`src/rtl/bseq_pkg.sv`:
```
package bseq_pkg;

    localparam logic [1:0] TR_IDLE   = 2'b00;
    localparam logic [1:0] TR_BUSY   = 2'b01;
    localparam logic [1:0] TR_NONSEQ = 2'b10;
    localparam logic [1:0] TR_SEQ    = 2'b11;

    localparam logic [2:0] BT_SINGLE = 3'd0;
    localparam logic [2:0] BT_INCR   = 3'd1;
    localparam logic [2:0] BT_WRAP4  = 3'd2;
    localparam logic [2:0] BT_INCR4  = 3'd3;
    localparam logic [2:0] BT_WRAP8  = 3'd4;
    localparam logic [2:0] BT_INCR8  = 3'd5;
    localparam logic [2:0] BT_WRAP16 = 3'd6;
    localparam logic [2:0] BT_INCR16 = 3'd7;

    typedef enum logic [1:0] {
        ST_IDLE = 2'd0,
        ST_BEAT = 2'd1,
        ST_BUSY = 2'd2
    } seq_state_e;

    // True for the three wrapping burst codes.
    function automatic logic burst_wraps(input logic [2:0] b);
        return (b == BT_WRAP4) || (b == BT_WRAP8) || (b == BT_WRAP16);
    endfunction

    // log2 of the beat count of a fixed-length burst; 0 for single and open-ended.
    function automatic logic [2:0] burst_len_log(input logic [2:0] b);
        logic [2:0] r;
        unique case (b)
            BT_WRAP4,  BT_INCR4:  r = 3'd2;
            BT_WRAP8,  BT_INCR8:  r = 3'd3;
            BT_WRAP16, BT_INCR16: r = 3'd4;
            default:              r = 3'd0;
        endcase
        return r;
    endfunction

    // Number of beats that follow the first one (0 for single and open-ended).
    function automatic logic [4:0] beats_after_first(input logic [2:0] b);
        logic [4:0] r;
        if ((b == BT_SINGLE) || (b == BT_INCR)) begin
            r = 5'd0;
        end else begin
            r = (5'd1 << burst_len_log(b)) - 5'd1;
        end
        return r;
    endfunction

endpackage

```
`src/rtl/bseq_next_addr.sv`:
```
module bseq_next_addr
    import bseq_pkg::*;
#(
    parameter int ADDR_W   = 32,
    parameter int MAX_SIZE = 4
) (
    input  logic [ADDR_W-1:0] cur_addr,
    input  logic [2:0]        size_code,
    input  logic [2:0]        burst_code,
    output logic [ADDR_W-1:0] next_addr
);

    localparam int SZ_W = $clog2(MAX_SIZE + 1);

    logic [ADDR_W-1:0] step_cand [MAX_SIZE+1];
    logic [SZ_W-1:0]   sz_idx;
    logic [ADDR_W-1:0] stepped;
    logic [ADDR_W-1:0] span_mask;
    logic [3:0]        span_log;

    // One adder per legal size code; the size picks one of them.
    generate
        for (genvar s = 0; s <= MAX_SIZE; s++) begin : g_step
            assign step_cand[s] = cur_addr + (ADDR_W'(1) << s);
        end
    endgenerate

    always_comb begin
        sz_idx    = (size_code > 3'(MAX_SIZE)) ? SZ_W'(MAX_SIZE) : SZ_W'(size_code);
        stepped   = step_cand[sz_idx];
        span_log  = 4'(burst_len_log(burst_code)) + 4'(sz_idx);
        span_mask = (ADDR_W'(1) << span_log) - ADDR_W'(1);
        if (burst_wraps(burst_code)) begin
            next_addr = (cur_addr & ~span_mask) | (stepped & span_mask);
        end else begin
            next_addr = stepped;
        end
    end

endmodule

```
`src/rtl/bseq_beat_ctr.sv`:
```
module bseq_beat_ctr #(
    parameter  int MAX_BEATS = 16,
    localparam int CNT_W     = $clog2(MAX_BEATS)
) (
    input  logic             clk,
    input  logic             rst_n,
    input  logic             load,
    input  logic [CNT_W-1:0] load_rem,
    input  logic             load_open,
    input  logic             advance,
    output logic             last
);

    logic [CNT_W-1:0] rem_q;
    logic             open_q;

    always_ff @(posedge clk or negedge rst_n) begin
        if (!rst_n) begin
            rem_q  <= '0;
            open_q <= 1'b0;
        end else if (load) begin
            rem_q  <= load_rem;
            open_q <= load_open;
        end else if (advance && (rem_q != '0)) begin
            rem_q  <= rem_q - CNT_W'(1);
        end
    end

    // An open-ended burst never reaches its final beat on its own.
    assign last = !open_q && (rem_q == '0);

endmodule

```
`src/rtl/burst_addr_seq.sv`:
```
module burst_addr_seq
    import bseq_pkg::*;
#(
    parameter int ADDR_W    = 32,
    parameter int MAX_SIZE  = 4,
    parameter int MAX_BEATS = 16
) (
    input  logic              clk,
    input  logic              rst_n,
    input  logic              cmd_valid,
    output logic              cmd_ready,
    input  logic [ADDR_W-1:0] cmd_addr,
    input  logic [2:0]        cmd_size,
    input  logic [2:0]        cmd_burst,
    input  logic              cmd_write,
    input  logic              stall,
    input  logic              abort,
    input  logic              bus_ready,
    output logic [ADDR_W-1:0] bus_addr,
    output logic [1:0]        bus_trans,
    output logic [2:0]        bus_size,
    output logic [2:0]        bus_burst,
    output logic              bus_write
);

    localparam int CNT_W = $clog2(MAX_BEATS);

    seq_state_e        state, nxt;
    logic              take;
    logic              last;
    logic              advance;
    logic [ADDR_W-1:0] step_addr;

    bseq_next_addr #(
        .ADDR_W   (ADDR_W),
        .MAX_SIZE (MAX_SIZE)
    ) u_next (
        .cur_addr   (bus_addr),
        .size_code  (bus_size),
        .burst_code (bus_burst),
        .next_addr  (step_addr)
    );

    // A new command fits when idle, on the final beat, or when the burst is cut.
    assign cmd_ready = bus_ready &&
                       ((state == ST_IDLE) || ((state == ST_BEAT) && last) || abort);
    assign take      = cmd_valid && cmd_ready;

    // The counter moves only when a SEQ beat is entered.
    assign advance = bus_ready && !take && !abort &&
                     (((state == ST_BEAT) && !last && !stall) ||
                      ((state == ST_BUSY) && !stall));

    bseq_beat_ctr #(
        .MAX_BEATS (MAX_BEATS)
    ) u_ctr (
        .clk       (clk),
        .rst_n     (rst_n),
        .load      (take),
        .load_rem  (CNT_W'(beats_after_first(cmd_burst))),
        .load_open (cmd_burst == BT_INCR),
        .advance   (advance),
        .last      (last)
    );

    always_comb begin
        nxt = state;
        if (bus_ready) begin
            if (take) begin
                nxt = ST_BEAT;
            end else begin
                unique case (state)
                    ST_IDLE: nxt = ST_IDLE;
                    ST_BEAT: begin
                        if (abort || last) begin
                            nxt = ST_IDLE;
                        end else if (stall) begin
                            nxt = ST_BUSY;
                        end else begin
                            nxt = ST_BEAT;
                        end
                    end
                    ST_BUSY: begin
                        if (abort) begin
                            nxt = ST_IDLE;
                        end else if (stall) begin
                            nxt = ST_BUSY;
                        end else begin
                            nxt = ST_BEAT;
                        end
                    end
                    default: nxt = ST_IDLE;
                endcase
            end
        end
    end

    always_ff @(posedge clk or negedge rst_n) begin
        if (!rst_n) begin
            state <= ST_IDLE;
        end else begin
            state <= nxt;
        end
    end

    always_ff @(posedge clk or negedge rst_n) begin
        if (!rst_n) begin
            bus_addr  <= '0;
            bus_trans <= TR_IDLE;
            bus_size  <= 3'd0;
            bus_burst <= BT_SINGLE;
            bus_write <= 1'b0;
        end else if (bus_ready) begin
            if (take) begin
                bus_addr  <= cmd_addr;
                bus_trans <= TR_NONSEQ;
                bus_size  <= cmd_size;
                bus_burst <= cmd_burst;
                bus_write <= cmd_write;
            end else begin
                unique case (nxt)
                    ST_IDLE: bus_trans <= TR_IDLE;
                    ST_BUSY: begin
                        bus_trans <= TR_BUSY;
                        if (state == ST_BEAT) begin
                            bus_addr <= step_addr;
                        end
                    end
                    ST_BEAT: begin
                        bus_trans <= TR_SEQ;
                        if (state == ST_BEAT) begin
                            bus_addr <= step_addr;
                        end
                    end
                    default: bus_trans <= TR_IDLE;
                endcase
            end
        end
    end

endmodule

```
`config.mk`:
```
export PLATFORM = sky130hd
export DESIGN_NAME = burst_addr_seq
export DESIGN_NICKNAME = d
export VERILOG_FILES = /design/src/rtl/bseq_pkg.sv /design/src/rtl/bseq_next_addr.sv /design/src/rtl/bseq_beat_ctr.sv /design/src/rtl/burst_addr_seq.sv
export SDC_FILE = /design/constraint.sdc
export NUM_CORES = 1
export LEC_CHECK = 0
export BUFFER_PORTS_ARGS = -buffer_cell sky130_fd_sc_hd__buf_2
export CAP_MARGIN = 15
export CORE_UTILIZATION = 30
export CTS_CLUSTER_SIZE = 12
export DETAILED_ROUTE_END_ITERATION = 10
export HOLD_SLACK_MARGIN = 0.08
export REMOVE_ABC_BUFFERS = 1
export SLEW_MARGIN = 20
export SYNTH_ARGS = -nofsm -noshare
export SYNTH_HDL_FRONTEND = slang
export SYNTH_HIERARCHICAL = 1
export SYNTH_SLANG_ARGS = --single-unit
```
`constraint.sdc`:
```
create_clock -name clk -period 5.5 [get_ports clk]
set_input_delay 1.1 -clock clk [delete_from_list [all_inputs] [get_ports clk]]
set_output_delay 1.1 -clock clk [all_outputs]
set_load 0.01 [all_outputs]
```
* Yosys cells after proc, flatten, opt, wreduce, memory -nomap -nowiden
Index checks and enable logic that the tools add are counted.
** Word-level totals
- Logic and storage cells :: 104
- Output and inout bits :: 42
- Bits in read-only memories :: 0
- Register bits :: 48
- Input port bits :: 45
- Memories kept :: 0
- Bits in latches :: 0
- RAM bits :: 0
** Cells by class
- Shift operators :: 2
- Magnitude comparators :: 2
- Div/mod/pow operators :: 0
- Bitwise operators :: 5
- Add/subtract/negate cells :: 9
- Equal/unequal tests :: 17
- Reductions and logical operators :: 39
- Mux-type cells :: 22
- $mul :: 0
** Operator list (count)
- $mux W32 :: 6
- $bmux W32 S3 :: 1
- $and A32 B32 Y32 :: 2
- $add A32 B1 Y32 const B :: 1
- $add A32 B2 Y32 const B :: 1
- $add A32 B3 Y32 const B :: 1
- $add A32 B4 Y32 const B :: 1
- $add A32 B5 Y32 const B :: 1
- $not A32 Y32 :: 1
- $or A32 B32 Y32 :: 1
- $shl A1 B4 Y32 const A :: 1
- $sub A32 B2 Y32 const B :: 1
- $eq A3 B3 Y1 const B :: 8
- $pmux W3 S3 :: 2
- $reduce_or A2 Y1 :: 7
- $eq A3 B2 Y1 const B :: 4
- $mux W2 :: 6
- $mux W4 :: 3
- $logic_and A1 B1 Y1 :: 11
- $pmux W2 S2 :: 2
- $sub A4 B1 Y4 const B :: 2
- $logic_or A1 B1 Y1 :: 7
- $mux W3 :: 2
- $reduce_bool A2 Y1 :: 3
- other kinds (15) :: 21

* Depth between registers and ports, before layout
Gate-level depths: netlist of the first run.
- Depth in word-level cells :: 14
- Gate-level depth with buffers :: 18
- Mapped depth without buffers :: 17

* Hierarchy
The synthesis of the first run kept the hierarchy.
** Modules (own cells, without submodules)
- burst_addr_seq :: times used 1, sequential area each 1076.0 um^2, cells each 153, area each 2239.6 um^2
- bseq_next_addr :: times used 1, sequential area each 0.0 um^2, cells each 243, area each 1665.3 um^2
- bseq_beat_ctr :: times used 1, sequential area each 125.1 um^2, cells each 28, area each 292.8 um^2

* Least setup slack after synthesis of the first run
No wires, ideal clock.
- Path type :: reg-to-reg
- From :: register bus_size[0]
- To :: register bus_addr[12]
- Data arrival time :: 4.185 ns
- Clock period less this slack :: 4.310 ns
- Path slack :: 1.190 ns
- Data required time :: 5.375 ns
- Path buffers :: 2
- Stages on the path, launching flop included :: 17
- Setup time :: 0.125 ns
- Cells stage by stage :: dfrtp_1 -> buf_2 -> nor2b_1 -> ha_1 -> inv_1 -> fa_1 -> nand2b_1 -> o21a_1 -> or3_1 -> ha_1 -> buf_2 -> or3_1 -> mux2_2 -> a211o_1 -> xnor2_1 -> mux2_2 -> mux2_2
** Between the ends
- Longest elaborated chain between the ends :: 12
- Elaborated cells on any way between the ends :: 17
- Classes of those cells :: 2 x add/sub; 1 x order compare; 1 x shift; 8 x mux; 5 x bitwise
** Ends and longest elaborated chain
- from (decl) :: RTL line burst_addr_seq.sv:21 : output logic [2:0] bus_size,
- from (signal assigned) :: RTL line burst_addr_seq.sv:117 : bus_size <= cmd_size;
- $gt A3 B3 Y1 :: RTL line bseq_next_addr.sv:29 : sz_idx = (size_code > 3'(MAX_SIZE)) ? SZ_W'(MAX_SIZE) : SZ_W'(size_code);
- $mux W3 * :: RTL line bseq_next_addr.sv:29
- $add A3 B3 Y4 or $not A3 Y4 (tied branches) :: RTL line bseq_next_addr.sv:31, bseq_next_addr.sv:30
- $shl A1 B4 Y32 or $bmux W32 S3 (tied branches) :: RTL line bseq_next_addr.sv:32, bseq_next_addr.sv:30
- $sub A32 B2 Y32 or $mux W32 (tied branches) :: RTL line bseq_next_addr.sv:32, bseq_next_addr.sv:30
- $not A32 Y32 or $mux W32 (tied branches) :: RTL line bseq_next_addr.sv:34, bseq_next_addr.sv:30
- $and A32 B32 Y32 :: RTL line bseq_next_addr.sv:34 : next_addr = (cur_addr & ~span_mask) | (stepped & span_mask);
- $or A32 B32 Y32 :: RTL line bseq_next_addr.sv:34
- $mux W32 * :: RTL line bseq_next_addr.sv:33 : if (burst_wraps(burst_code)) begin
- named net step_addr[12] :: RTL line burst_addr_seq.sv:32 : logic [ADDR_W-1:0] step_addr;
- $mux W32 * :: RTL line burst_addr_seq.sv:125, burst_addr_seq.sv:131
- $mux W32 *
- $mux W32 * :: RTL line burst_addr_seq.sv:114 : if (take) begin
- to (signal assigned) :: RTL line burst_addr_seq.sv:115 : bus_addr <= cmd_addr;
- to (signal assigned) :: RTL line burst_addr_seq.sv:126 : bus_addr <= step_addr;
- to (signal assigned) :: RTL line burst_addr_seq.sv:132 : bus_addr <= step_addr;
- to (decl) :: RTL line burst_addr_seq.sv:19 : output logic [ADDR_W-1:0] bus_addr,
Mark *: on every way through the listed nets, which the timed path passes. The rest lies on a longest branch. The select of a mux whose other input is x is not followed.
A chain may end at the register's enable or synchronous reset.

* Worst setup path after layout of the first run
- From :: register bus_size[2]
- To :: register bus_addr[12]
Same word-level chain as after synthesis.

==> results.py, run 1 <==
metrics = {
    "floorplan": {
        "dieWidth_um": 120,
        "die_area_um2": 14500,
        "chipHeight_um": 120,
        "io_pins": 87,
        "start_util_pct": 31.2,
        "placementRows": 42,
        "core_area_um2": 13500,
    },
    "sta": {
        "fin_hold_ws_ns": 0.510,
        "slew-limit-headroom_pct": 30.9,
        "finalHoldViolations": 0,
        "grt_setup_unrepaired": "no",
        "tightest_slew_ns": 1.02,
        "setup_total_negative_slack_ns": 0,
        "layout_worst_path_cycle_share_pct": 84.1,
        "max_freq_ghz": 0.216,
        "finalClockSkew_ns": 0.00950,
        "setup_viol": 0,
        "timing.final.max_slew_violations": 0,
        "finalWorstPathRequiredPeriod_ns": 4.63,
    },
    "final_layout": {
        "most-common-layout-cells": "sky130_fd_sc_hd__buf_2 (86), sky130_fd_sc_hd__mux2_2 (58), sky130_fd_sc_hd__dfrtp_1 (48), sky130_fd_sc_hd__nor2_1 (21), sky130_fd_sc_hd__nand2_1 (21)",
        "sequential_cell_area_um2": 1200,
        "mostFrequentLayoutCell": "sky130_fd_sc_hd__buf_2",
        "final_instance_area_um2": 4870,
        "multi_input_comb_area_um2": 2740,
        "final-instance-count-excl-fill": 671,
        "areaGrowthSynthToFinish_pct": 15.9,
        "nets": 560,
        "fillerInstances": 1400,
        "final_layout_size_suffix_gt1_share_pct": 37.8,
        "n_antenna_cell": 0,
    },
    "worst_setup_path": {
        "cp.arrival_ns": 4.81,
        "criticalPathCategory": "flip-flop to flip-flop",
        "crit_required_ns": 5.69,
        "timing.critical_path.to_type": "flip-flop",
        "critPathLaunchType": "flip-flop",
        "worst-path-max-fanout": 21,
    },
    "clocking": {
        "clkLatencyLatePin_ns": 0.30,
        "clk_transition_reported_paths_ns": 0.07,
        "post_cts.resized_instances": 0,
        "total_clock_buffers_created_by_cts": 5,
        "holdBufCountCts": 0,
        "cts-htree-levels": 2,
        "clkSinkCount": 48,
        "cts_tree": "yes",
        "root_buf_cell": "sky130_fd_sc_hd__clkbuf_16",
        "cts_setup_buffers": 0,
        "max-clock-path-buffers": 2,
    },
    "logic_synthesis": {
        "syn-cell-area_um2": 4200,
        "synth_cell_type_count": 72,
        "number_of_enable_type_register_cells_in_the_synthesized_netlist": 0,
        "synth_area_per_cell_um2": 9.90,
        "synth.yosys.seq_area_share_pct": 28.6,
        "synthesis.yosys.warnings": 6,
        "synth.largest_area_cell": "sky130_fd_sc_hd__dfrtp_1",
        "synthArstFlopShare_pct": 100,
        "ys_ff_latch": 48,
        "synthDominantCellAreaShare_pct": 28.6,
        "synthCells": 424,
        "synthFlopType": "sky130_fd_sc_hd__dfrtp_1",
        "synth_top_cells_by_area": "sky130_fd_sc_hd__dfrtp_1 (29%), sky130_fd_sc_hd__mux2_2 (16%), sky130_fd_sc_hd__ha_1 (6.0%), sky130_fd_sc_hd__mux2_4 (5.4%), sky130_fd_sc_hd__xnor2_1 (3.1%)",
    },
    "placed_design": {
        "dpl-instance-area_um2": 4700,
        "buffer_ports.inserted": 86,
        "finalWeightedCongestion": 0.824,
        "detailed_placement_wirelength_estimate_mm": 7.74,
        "number_of_instances_in_the_placed_design": 663,
    },
    "power": {
        "seq_power_share_pct": 30.5,
        "clkPwrFrac_pct": 17.6,
        "p_per_area_nw_per_um2": 423,
        "power.static_leakage_nw": 2.16,
        "finalPower_mw": 2.06,
        "p_sw_mw": 0.870,
        "switching_share_pct": 42.2,
        "comb_power_share_pct": 51.9,
        "vdd_ir_drop_max_mv": 0.132,
        "internal_pwr_total_mw": 1.19,
    },
    "hold_path": {
        "hold_path.class": "flip-flop to flip-flop",
    },
    "global_routing": {
        "grt_pass1_wl_mm": 17.5,
        "grt_pass1_vias": 3364,
        "grt_antenna_before_repair": 0,
        "maximum_number_of_pins_on_one_net_before_global_route_repair": 49,
        "gr-total-overflow": 0,
        "grt_usage_pct": 15.2,
    },
    "drt": {
        "drt-vias-per-instance": 5.08,
        "drc": 0,
        "drt_iter0_drc": 86,
        "dr_wl_cell_um": 15.8,
        "drt_wl_total_mm": 10.6,
        "final_antenna_net_count": 0,
        "vias": 3412,
        "first_pass_iters": 4,
    },
    "outcome": {
        "run_status": "finished clean",
    },
    "flow_run": {
        "max_cap_violations": 0,
    },
}
==> layout make-up <==
cell class | count | share of cell area, %
clock inverters | 3 | 0.874
multi-input cells | 329 | 56.4
inverters | 21 | 1.67
flip-flops and latches | 48 | 24.7
well taps | 176 | 4.53
clock buffers | 5 | 2.57
repair buffers | 89 | 9.31
==> path summary, 6_finish.rpt <==
path                                end  slack [ns]  depth (start not counted)        start
max                        bus_addr[12]        0.87                         13  bus_size[2]
min                           bus_write        0.51                          1    bus_write
max reg2reg                bus_addr[12]        0.87                         13  bus_size[2]
min reg2reg                   bus_write        0.51                          1    bus_write
max in group asynchronous   bus_addr[1]        4.13                          2        rst_n
min in group asynchronous   bus_addr[9]        0.91                          2        rst_n
==> power groups by stage <==
| stage | clock [mW] | combinational (mW) | sequential, mW |
|---|---|---|---|
| 5_1_grt | 0.388 | 1.19 | 0.653 |
| 3_3_place_gp | 0 | 1.05 | 0.628 |
| 2_1_floorplan | 0 | 0.728 | 0.642 |
| 3_5_place_dp | 0 | 1.07 | 0.634 |
| 4_1_cts | 0.373 | 1.07 | 0.628 |
| 6_report | 0.363 | 1.07 | 0.627 |
==> worst max-delay path, stage by stage (launching register included) <==
cell                       delay (ns)
sky130_fd_sc_hd__dfrtp_1         0.60
sky130_fd_sc_hd__nor2b_1         0.37
sky130_fd_sc_hd__ha_1            0.24
sky130_fd_sc_hd__inv_1           0.06
sky130_fd_sc_hd__fa_1            0.85
sky130_fd_sc_hd__nand2b_4        0.12
sky130_fd_sc_hd__or3_1           0.35
sky130_fd_sc_hd__ha_1            0.30
sky130_fd_sc_hd__or3_1           0.40
sky130_fd_sc_hd__mux2_2          0.27
sky130_fd_sc_hd__a211o_1         0.31
sky130_fd_sc_hd__xnor2_1         0.12
sky130_fd_sc_hd__mux2_2          0.25
sky130_fd_sc_hd__mux2_2          0.25
==> per-stage QoR <==
| stage | setup WS, ns | util, % |
|---|---|---|
| after floorplan | 1.26 | - |
| after detailed placement | 0.917 | 34.9 |
| after global placement | 1.01 | 34.9 |
| after CTS | 0.895 | 36.2 |
| after global routing | 0.607 | 36.2 |
| final | 0.873 | 36.2 |
==> routing by layer <==
metal	global-route usage (%)	wire (um)
met1	20.7	5060
met3	2.36	453
met5	0	0
met4	2.78	78
met2	25.5	4980
==> flip-flops by register name, summed over array words and instances, names as in the netlist <==
register,cells
bus_addr,32
u_ctr/rem_q,4
bus_burst,3
bus_size,3
bus_trans,2
state,2
bus_write,1
u_ctr/open_q,1
==> logic make-up (layout without fill, tap and decap cells) <==
kind of cell	Yosys count	after routing	synth area share [%]
buffers and inverters	47	118	6.05
and+or+nand+nor	129	129	18.3
DFF	48	48	28.6
muxes	79	79	22.4
AOI/OAI and AO/OA	70	70	12.0
xor gates and xnor gates	30	30	6.26
adders and majority gates	21	21	6.44
==> synthesized netlist by cell type, drive strengths merged (4+ instances only) <==
cell / n
xnor2: 15
o21a: 6
dfrtp: 48
nand2b: 5
nand2: 21
mux2: 75
nand3: 15
inv: 21
a21oi: 10
xor2: 15
nor2: 21
o21ai: 11
clkbuf: 10
nor3: 10
nor4: 7
or3: 8
a211oi: 4
ha: 20
nor3b: 4
or2: 4
nor2b: 4
a31oi: 5
nand4: 8
buf: 16
o31ai: 5
nor4b: 5
mux2i: 4
and3: 5
No activity file was read; power rests on OpenSTA's default activity.
==> inputs of run 2 (changes only) <==
- clock period: 5.5 -> 4.3 ns (I/O delays scaled with it)
==> run 2 against run 1 <==
Net effect:
- core utilization is 0.41 points higher
- total power is 28% higher
- worst hold slack worse by 0.0037 ns
==> results.py, run 2 (same netlist as run 1, synthesis figures left out) <==
metrics = {
    "power": {
        "vdd_ir_drop_max_mv": 0.207,
        "finalPower_mw": 2.65,
        "p_per_area_nw_per_um2": 538,
        "power.static_leakage_nw": 2.20,
    },
    "global_routing": {
        "maximum_number_of_pins_on_one_net_before_global_route_repair": 37,
        "grt_antenna_before_repair": 0,
        "grt_usage_pct": 15.1,
        "grt_pass1_vias": 3267,
        "gr-total-overflow": 0,
        "grt_pass1_wl_mm": 17.2,
    },
    "drt": {
        "first_pass_iters": 5,
        "drt_wl_total_mm": 10.7,
        "final_antenna_net_count": 0,
        "dr_wl_cell_um": 15.8,
        "drc": 0,
        "drt_iter0_drc": 153,
        "drt-vias-per-instance": 5.04,
        "vias": 3420,
    },
    "floorplan": {
        "placementRows": 42,
        "dieWidth_um": 120,
        "chipHeight_um": 120,
        "core_area_um2": 13500,
        "die_area_um2": 14500,
        "io_pins": 87,
        "start_util_pct": 31.2,
    },
    "worst_setup_path": {
        "r2r_end": "bus_addr[12]",
        "crit_required_ns": 4.48,
        "crit-reg2reg-launch": "bus_burst[1]",
        "reg2reg_slack_ns": 0.22,
        "criticalPathCategory": "flip-flop to flip-flop",
        "cp.arrival_ns": 4.26,
        "ff2ff_path_depth": 15,
        "critPathLaunchType": "flip-flop",
        "timing.critical_path.to_type": "flip-flop",
        "worst-path-max-fanout": 6,
    },
    "clocking": {
        "clkLatencyLatePin_ns": 0.29,
        "max-clock-path-buffers": 2,
        "cts_setup_buffers": 0,
        "cts_tree": "yes",
        "cts-htree-levels": 2,
        "total_clock_buffers_created_by_cts": 5,
        "clkSinkCount": 48,
        "clk_transition_reported_paths_ns": 0.07,
        "post_cts.resized_instances": 0,
        "root_buf_cell": "sky130_fd_sc_hd__clkbuf_16",
        "holdBufCountCts": 0,
    },
    "outcome": {
        "run_status": "finished clean",
    },
    "final_layout": {
        "n_antenna_cell": 0,
        "most-common-layout-cells": "sky130_fd_sc_hd__buf_2 (86), sky130_fd_sc_hd__mux2_2 (58), sky130_fd_sc_hd__dfrtp_1 (48), sky130_fd_sc_hd__nor2_1 (21), sky130_fd_sc_hd__nand2_1 (21)",
        "fillerInstances": 1392,
        "final_layout_size_suffix_gt1_share_pct": 38.6,
        "largest_registers": "bus_addr (32), u_ctr/rem_q (4)",
        "sequential_cell_area_um2": 1200,
        "mostFrequentLayoutCell": "sky130_fd_sc_hd__buf_2",
        "multi_input_comb_area_um2": 2740,
        "areaGrowthSynthToFinish_pct": 17.2,
        "largest_register_ff_count": 32,
        "largest_register": "bus_addr",
        "nets": 569,
    },
    "sta": {
        "setup_total_negative_slack_ns": 0,
        "finalClockSkew_ns": 0.00420,
        "finalHoldViolations": 0,
        "tightest_slew_ns": 0.799,
        "layout_worst_path_cycle_share_pct": 94.9,
        "max_freq_ghz": 0.245,
        "grt_setup_unrepaired": "no",
        "fin_hold_ws_ns": 0.506,
        "slew-limit-headroom_pct": 46.6,
        "setup_viol": 0,
        "timing.final.max_slew_violations": 0,
        "finalWorstPathRequiredPeriod_ns": 4.08,
    },
    "placed_design": {
        "finalWeightedCongestion": 0.818,
        "detailed_placement_wirelength_estimate_mm": 8.01,
        "buffer_ports.inserted": 86,
    },
    "hold_path": {
        "hold_path.class": "primary input to async pin",
    },
    "flow_run": {
        "max_cap_violations": 0,
    },
}
-- run 2: changes by cell type in the layout (fill, tap and decap cells not counted), sizes merged --
cell	change
buf	+9
clkinv	-1
clkinvlp	-1
-- run 2: worst max path at each step --
stage | endpoint | slack (ns) | from
2_1_floorplan | bus_addr[12] | 0.06 | bus_size[0]
3_5_place_dp | bus_addr[12] | 0.26 | bus_burst[1]
3_3_place_gp | bus_addr[12] | 0.35 | bus_burst[1]
5_1_grt | bus_addr[4] | 0.02 | bus_burst[1]
4_1_cts | bus_addr[12] | 0.24 | bus_burst[1]
6_report | bus_addr[12] | 0.22 | bus_burst[1]
-- run 2: worst max-delay path, stage by stage (launching register included) --
cell	delay, ns
sky130_fd_sc_hd__dfrtp_1	0.43
sky130_fd_sc_hd__inv_1	0.08
sky130_fd_sc_hd__ha_1	0.15
sky130_fd_sc_hd__ha_1	0.19
sky130_fd_sc_hd__inv_1	0.06
sky130_fd_sc_hd__fa_1	0.44
sky130_fd_sc_hd__nand2b_1	0.17
sky130_fd_sc_hd__o21a_1	0.25
sky130_fd_sc_hd__or3_1	0.39
sky130_fd_sc_hd__ha_1	0.21
sky130_fd_sc_hd__or3_1	0.37
sky130_fd_sc_hd__mux2_2	0.27
sky130_fd_sc_hd__a211o_1	0.30
sky130_fd_sc_hd__xnor2_1	0.12
sky130_fd_sc_hd__mux2_2	0.26
sky130_fd_sc_hd__mux2_2	0.26
-- run 2: power breakdown --
part | internal (mW) | switching, mW
Combinational | 0.696 | 0.729
Clock | 0.268 | 0.171
Sequential | 0.583 | 0.198
-- run 2: cell type report --
type                       instances  share of cell area [%]
clock buffer                       5                    2.54
multi-input combinational        329                    55.7
clock inverter                     1                   0.610
timing repair buffer              98                    10.6
sequential                        48                    24.4
inverter                          21                    1.65
tap                              176                    4.47
-- run 2: routing by layer --
layer / share of wire, % / track usage, %
met1: 49 / 20.6
met2: 46 / 24.5
met3: 4.8 / 3.07
met4: 0.78 / 3.47
met5: 0 / 0
-- run 2: metrics by stage --
step	utilization, %	setup slack [ns]	instance area (um^2)	cells
floorplan	-	0.0572	4030	398
global placement	35.4	0.355	4770	672
detailed placement	35.4	0.258	4770	672
CTS	36.6	0.235	4920	678
global route	36.6	0.0160	4920	678
finish	36.6	0.218	4920	678
